==> src/rtl/pmul_pkg.sv <==
package pmul_pkg;
    typedef enum logic [1:0] {
        OP_LOW  = 2'd0,
        OP_HIGH = 2'd1,
        OP_PAIR = 2'd2,
        OP_RSVD = 2'd3
    } pmul_op_e;
endpackage

==> src/rtl/pmul_prod_stage.sv <==
module pmul_prod_stage
    import pmul_pkg::*;
#(
    parameter int LANE_W = 16,
    parameter int LANES  = 4
) (
    input  logic                                  clk,
    input  logic                                  rst,
    input  logic                                  in_valid,
    input  pmul_op_e                              in_op,
    input  logic [LANES*LANE_W-1:0]               in_a,
    input  logic [LANES*LANE_W-1:0]               in_b,
    output logic                                  s1_valid,
    output pmul_op_e                              s1_op,
    output logic [LANES-1:0][2*LANE_W-1:0]        s1_prod
);
    localparam int PROD_W = 2 * LANE_W;

    typedef struct packed {
        logic                            valid;
        pmul_op_e                        op;
        logic [LANES-1:0][PROD_W-1:0]    prod;
    } stage_t;

    stage_t st_d, st_q;
    logic [LANES-1:0][PROD_W-1:0] lane_prod;

    for (genvar l = 0; l < LANES; l++) begin : g_lane
        logic [LANE_W-1:0] op_a, op_b;
        logic signed [PROD_W-1:0] ext_a, ext_b;
        assign op_a  = in_a[l*LANE_W +: LANE_W];
        assign op_b  = in_b[l*LANE_W +: LANE_W];
        assign ext_a = $signed({{LANE_W{op_a[LANE_W-1]}}, op_a});
        assign ext_b = $signed({{LANE_W{op_b[LANE_W-1]}}, op_b});
        assign lane_prod[l] = ext_a * ext_b;
    end

    always_comb begin
        st_d       = st_q;
        st_d.valid = in_valid;
        if (in_valid) begin
            st_d.op   = in_op;
            st_d.prod = lane_prod;
        end
    end

    always_ff @(posedge clk) begin
        if (rst) begin
            st_q <= '0;
        end else begin
            st_q <= st_d;
        end
    end

    assign s1_valid = st_q.valid;
    assign s1_op    = st_q.op;
    assign s1_prod  = st_q.prod;


    stage_follow_chk: assert property (@(posedge clk) disable iff (rst)
        in_valid |=> s1_valid);
endmodule

==> src/rtl/pmul_form_stage.sv <==
module pmul_form_stage
    import pmul_pkg::*;
#(
    parameter int LANE_W = 16,
    parameter int LANES  = 4
) (
    input  logic                                  clk,
    input  logic                                  rst,
    input  logic                                  s1_valid,
    input  pmul_op_e                              s1_op,
    input  logic [LANES-1:0][2*LANE_W-1:0]        s1_prod,
    output logic                                  out_valid,
    output logic [LANES*LANE_W-1:0]               out_result
);
    localparam int PROD_W = 2 * LANE_W;
    localparam int PAIRS  = LANES / 2;
    localparam int RES_W  = LANES * LANE_W;

    typedef struct packed {
        logic             valid;
        logic [RES_W-1:0] result;
    } form_t;

    form_t fm_d, fm_q;
    logic [RES_W-1:0] low_form, high_form, pair_form;

    always_comb begin
        low_form  = '0;
        high_form = '0;
        pair_form = '0;
        for (int l = 0; l < LANES; l++) begin
            low_form[l*LANE_W +: LANE_W]  = s1_prod[l][LANE_W-1:0];
            high_form[l*LANE_W +: LANE_W] = s1_prod[l][PROD_W-1:LANE_W];
        end
        for (int p = 0; p < PAIRS; p++) begin
            pair_form[p*PROD_W +: PROD_W] = s1_prod[2*p] + s1_prod[2*p+1];
        end
    end

    always_comb begin
        fm_d       = fm_q;
        fm_d.valid = s1_valid;
        if (s1_valid) begin
            unique case (s1_op)
                OP_LOW:  fm_d.result = low_form;
                OP_HIGH: fm_d.result = high_form;
                OP_PAIR: fm_d.result = pair_form;
                default: fm_d.result = '0;
            endcase
        end
    end

    always_ff @(posedge clk) begin
        if (rst) begin
            fm_q <= '0;
        end else begin
            fm_q <= fm_d;
        end
    end

    assign out_valid  = fm_q.valid;
    assign out_result = fm_q.result;


    hold_idle_chk: assert property (@(posedge clk) disable iff (rst)
        !s1_valid |=> $stable(out_result));
endmodule

==> src/rtl/pmul_unit.sv <==
module pmul_unit
    import pmul_pkg::*;
#(
    parameter int LANE_W = 16,
    parameter int LANES  = 4
) (
    input  logic                      clk,
    input  logic                      rst,
    input  logic                      in_valid,
    input  logic [1:0]                in_op,
    input  logic [LANES*LANE_W-1:0]   in_a,
    input  logic [LANES*LANE_W-1:0]   in_b,
    output logic                      out_valid,
    output logic [LANES*LANE_W-1:0]   out_result
);
    localparam int PROD_W = 2 * LANE_W;
    localparam int RES_W  = LANES * LANE_W;

    logic                         s1_valid;
    pmul_op_e                     s1_op;
    logic [LANES-1:0][PROD_W-1:0] s1_prod;
    pmul_op_e                     op_sel;

    assign op_sel = pmul_op_e'(in_op);

    pmul_prod_stage #(.LANE_W(LANE_W), .LANES(LANES)) u_prod (
        .clk      (clk),
        .rst      (rst),
        .in_valid (in_valid),
        .in_op    (op_sel),
        .in_a     (in_a),
        .in_b     (in_b),
        .s1_valid (s1_valid),
        .s1_op    (s1_op),
        .s1_prod  (s1_prod)
    );

    pmul_form_stage #(.LANE_W(LANE_W), .LANES(LANES)) u_form (
        .clk        (clk),
        .rst        (rst),
        .s1_valid   (s1_valid),
        .s1_op      (s1_op),
        .s1_prod    (s1_prod),
        .out_valid  (out_valid),
        .out_result (out_result)
    );


    valid_latency_chk: assert property (@(posedge clk) disable iff (rst)
        in_valid |=> ##1 out_valid);


    idle_latency_chk: assert property (@(posedge clk) disable iff (rst)
        !in_valid |=> ##1 !out_valid);


    reserved_zero_chk: assert property (@(posedge clk) disable iff (rst)
        (in_valid && in_op == 2'd3) |=> ##1 (out_result == '0));


    unit_low_chk: assert property (@(posedge clk) disable iff (rst)
        (in_valid && in_op == 2'd0 && in_b == {LANES{LANE_W'(1)}})
        |=> ##1 (out_result == $past(in_a, 2)));

    initial begin

        even_lanes_chk: assert (LANES % 2 == 0 && LANES > 0);
    end
endmodule

==> config.mk <==
export PLATFORM = sky130hd
export DESIGN_NAME = pmul_unit
export DESIGN_NICKNAME = d
export VERILOG_FILES = /design/src/rtl/pmul_pkg.sv /design/src/rtl/pmul_prod_stage.sv /design/src/rtl/pmul_form_stage.sv /design/src/rtl/pmul_unit.sv
export SDC_FILE = /design/constraint.sdc
export NUM_CORES = 2
export LEC_CHECK = 0
export BUFFER_PORTS_ARGS = -buffer_cell sky130_fd_sc_hd__buf_2
export CORE_MARGIN = 3
export CORE_UTILIZATION = 60
export DETAILED_ROUTE_END_ITERATION = 7
export GPL_TIMING_DRIVEN = 0
export PLACE_DENSITY = 0.78
export SLEW_MARGIN = 20
export SYNTH_ARGS = -nofsm -noshare
export SYNTH_HDL_FRONTEND = slang
export SYNTH_SLANG_ARGS = --single-unit
==> constraint.sdc <==
create_clock -name clk -period 9.9 [get_ports clk]
set_input_delay 1.98 -clock clk [delete_from_list [all_inputs] [get_ports clk]]
set_output_delay 1.98 -clock clk [all_outputs]
set_load 0.02 [all_outputs]
# After elaboration in Yosys (flattened, before gate mapping)

Index checks and enable logic that the tools add are counted.

Word-level logic and storage cells: 18
ROM bits: 0
RAM bits: 0
Latch bits: 0
Memories kept: 0
Register bits after elaboration: 196
Output and inout port bits: 65
Input port bits: 133

Multiplexer cells: 1
Reductions and logical operators: 1
Div/mod/pow operators: 0
Equality and inequality tests: 2
Bitwise operators: 0
Add/subtract/negate cells: 2
Shift operators: 0
$mul: 4
$lt $le $gt $ge: 0

Operators with widths:

| cell                                                | number |
|---|---|
| case mux 64 bit (3 select lines)                    | 1 |
| multiplier 16 x 16 -> 32 bit                        | 4 |
| adder 32 bit                                        | 2 |
| equality test 2 x 1 -> 1 bit, second input constant | 1 |
| equality test 2 bit, second input constant          | 1 |
| logical NOT 2 bit                                   | 1 |

# Logic depth before layout (Yosys ltp)

Word-level depth: 2
Mapped depth: 24
Depth with buffers taken out: 23

# By module

A second synthesis with hierarchy kept.

Cell total of the unflattened synthesis: 5649
Area total of the unflattened synthesis: 50255.7 µm²

By module, submodules not included:

| module          | area an instance (µm²) | times used | cells each |
|---|---|---|---|
| pmul_prod_stage | 43450.4                | 1          | 4738 |
| pmul_form_stage | 6805.3                 | 1          | 911 |

# Least setup slack after synthesis

No wires, ideal clock.

Path type: input to register
From: in in_a[59]
To: reg u_prod.st_q (netlist bit u_prod.s1_prod[125])
Data required time: 9.838 ns
Setup slack: 2.256 ns
Library setup time: 0.062 ns
Path buffers: 1
Data arrival time: 7.581 ns
Stages: 21
Path through: clkbuf_1 nand2_1 fa_1 fa_1 fa_1 inv_1 fa_1 fa_1 inv_1 fa_1 inv_1 ha_1 nand3_1 a21oi_1 a211oi_1 o31ai_1 a31oi_1 o21ai_1 a311oi_2 or4_1 nand3_1

Cells in the longest elaborated chain, start to end: 1

RTL lines:

| what                         | RTL line              | text |
|---|---|---|
| start: declaration           | pmul_unit.sv:11       | `input logic [LANES*LANE_W-1:0] in_a,` |
| multiplier 16 x 16 -> 32 bit | pmul_prod_stage.sv:35 | `assign lane_prod[l] = ext_a * ext_b;` |
| end signal: assignment       | pmul_prod_stage.sv:51 | `st_q <= st_d;` |
| end: declaration             | pmul_prod_stage.sv:25 | `stage_t st_d, st_q;` |

No other way between the ends.
A chain may end at the register's enable or synchronous reset.

# Worst setup path in the final report

From: in in_a[59]
To: reg u_prod.st_q (netlist bit u_prod.s1_prod[127])

The elaborated chain is that of the path after synthesis.

==> run summary <==
Slew Viols, Final: 0
Max Freq: 0.1159 GHz
FP Rows: 105
Iteration-0 DRC Markers: 2971
pin count of the biggest net entering global routing: 18
worst-skew pair later-pin latency: 470 ps
Post-DP Area: 0.05238 mm^2
clock sink total: 196
vias in the first global route: 41950
drt drc: 0
RSZ-0062 raised after global routing: false
post-synthesis adder-cell area fraction: 51.73%
I/O pin cnt: 198
Post-Syn Instances: 5624
Setup CP Type: primary input to flip-flop
CP required: 10280 ps
Seq. cell area: 0.003924 mm^2
max_slew headroom: 23.13%
post-route clock skew: 16.65 ps
first-pass GRT wire length: 233400 um
Area growth syn-to-layout: 5.821%
Total GRT Usage: 35.38%
DR WL/cell: 21.63 um
mean post-synth cell area: 8.902 um^2
Total Wirelength: 149800 um
Compound-Gate Fraction of Synth Area: 8.797%
critical path arrival: 9000 ps
Slowest-stage cell, CP: fa_1
Die H: 294.9 um
Max Fanout on Critical Path: 10
Layout Nets: 7411
Netlist cell types: 73
GR Overflow Total: 0
Fillers: 6947
status: finished clean
Syn. warnings: 0
Startpoint Class: primary input
top-area cell type share of the netlist area: 41.99%
post-synthesis xor/xnor area fraction: 2.886%
antenna violations before repair: 4
Fin. Hold Viols: 0
total core area: 0.08237 mm^2
setup TNS: 0 ps
Starting Density: 60.78%
Simple-Gate Fraction of Synth Area: 15.51%
cell mode on critical path: fa_1
#FFs+latches synth: 196
Async S/R FF share, synth: 0%
min-delay worst type: flip-flop to flip-flop
Detail Route Antenna Nets: 0
root buf cell: clkbuf_16
max_cap viols: 0
Final Setup Violations: 0
Mapped Area: 0.05007 mm^2
die area: 0.08695 mm^2
CTS tree: yes
mux cell area share after synthesis: 2.769%
Post-Syn Nets: 7197
hold-fix buffers at CTS: 0
Synth area leader: fa_1
main flop type after synthesis: dfxtp_1
vias per cell: 5.819
Critical Path End Type: flip-flop
Final min period: 8627 ps
# Post-CTS Setup Buffers: 0
router iterations before antenna repair: 6
routed via count: 40290
EDFF count, synth: 0
sequential area share after synthesis: 7.837%
# resized after CTS: 0
largest family of logic cells by synthesized area: adder cells
post-detail-place hpwl: 126600 um
Tcrit/Tclk final: 87.14%
Max stage delay on crit path: 550 ps
H-tree levels: 4
clock buffer depth: 2
cts bufs inserted: 17
layout cells sized above 1: 4.170%
Worst-path clk slew: 80 ps
Post-Layout Inst Area: 0.05298 mm^2
critical path, cell by cell: buf_2 > clkbuf_1 > nand2_1 > fa_1 > fa_1 > fa_1 > inv_1 > fa_1 > fa_1 > inv_1 > fa_1 > inv_1 > ha_1 > a21oi_1 > o211ai_1 > a211oi_1 > o31ai_1 > a31oi_1 > o21ai_1 > a311oi_2 > mux2i_1 > o31ai_1
Port Buffers: 195
top post-synthesis cells by area: fa_1, ha_1, inv_1
actual slew at the worst max-slew pin: 1153 ps
Die X-Extent: 294.9 um
multi-input combinational cell area: 0.04090 mm^2
GP Congestion: 1.008
metal layers:
layer / global-route usage (%) / up-vias / routed length [um]
met3: 9.668 / 441 / 15610
li1: - / 17760 / -
met5: 0 / - / 13
met2: 55.30 / 1846 / 68130
met4: 15.66 / 2 / 7668
met1: 46.42 / 20240 / 58390
worst paths after layout:
path | startpoint | end | slack [ps] | cells after the start
max | in_a[59] | u_prod.s1_prod[127] | 1270 | 22
min | u_form.out_result[51] | u_form.out_result[51] | 470 | 2
max reg2reg | u_prod.s1_prod[34] | u_form.out_result[27] | 6030 | 10
min reg2reg | u_form.out_result[51] | u_form.out_result[51] | 470 | 2
kinds of logic after synthesis:
family	Yosys count
flops	196
buf+inv	1396
fa+ha+maj	1440
xor+xnor	165
compound gates	675
simple gates	1614
mux	138
cells in the mapped netlist, drive strengths merged (114+ instances only):
cell    number
a21oi      162
and2       496
nor2       294
dfxtp      196
inv       1174
nand2      612
xnor2      114
mux2i      134
o21ai      174
ha         390
clkbuf     202
fa        1050
sequential cells by signal, summed over array words and instances, names as in the netlist:
| signal | cells |
|---|---|
| u_prod.s1_prod | 128 |
| u_form.out_result | 64 |
| u_prod.s1_op | 2 |
| u_form.out_valid | 1 |
| u_prod.s1_valid | 1 |
cells in the final DEF (no fill, tap or decap), types with 16 or more instances in the layout:
| master | instances |
|---|---|
| mux2i_1 | 134 |
| a31oi_1 | 28 |
| nor2_1 | 294 |
| a21oi_1 | 162 |
| xnor2_1 | 114 |
| ha_1 | 390 |
| xor2_1 | 51 |
| buf_2 | 196 |
| o211ai_1 | 18 |
| clkbuf_16 | 17 |
| o221ai_1 | 27 |
| o21ai_0 | 171 |
| inv_1 | 1174 |
| o21a_1 | 20 |
| nand2b_1 | 25 |
| nand2_1 | 612 |
| a21o_1 | 83 |
| dfxtp_1 | 196 |
| nor3_1 | 52 |
| a211oi_1 | 49 |
| clkbuf_1 | 204 |
| or3_1 | 17 |
| nand4_1 | 16 |
| nand3_1 | 38 |
| fa_1 | 1050 |
| buf_1 | 17 |
| and2_1 | 496 |
per-stage QoR:
| stage | hold slack, ps | cells | utilization (%) | worst slack, ps |
|---|---|---|---|---|
| floorplan | 450.5 | 5624 | - | 2256 |
| global placement | 451.9 | 6889 | 63.59 | 1017 |
| detailed placement | 455.8 | 6889 | 63.59 | 968.5 |
| CTS | 467.0 | 6921 | 64.30 | 1412 |
| global route | 502.8 | 6921 | 64.30 | 1005 |
| finish | 469.0 | 6925 | 64.32 | 1273 |
worst max-delay path: cells and delay by family:
family / cells / cell delay [ps]
buf+inv: 5 / 890
mux: 1 / 140
fa+ha+maj: 7 / 3420
simple gates: 1 / 180
compound gates: 8 / 2370
layout make-up:
type / instances / area share (%)
Multi-Input combinational cell: 4032 / 77.20
Timing Repair Buffer: 195 / 1.842
Antenna cell: 4 / 0.01889
Sequential cell: 196 / 7.406
Buffer: 220 / 1.561
Inverter: 1176 / 8.332
Clock buffer: 20 / 0.8431
Clock inverter: 12 / 0.2692
Tap cell: 1070 / 2.527
Power is left out: the tool's default activity adds up to more than one toggle a clock period on the data nets, which glitch-free logic cannot reach.
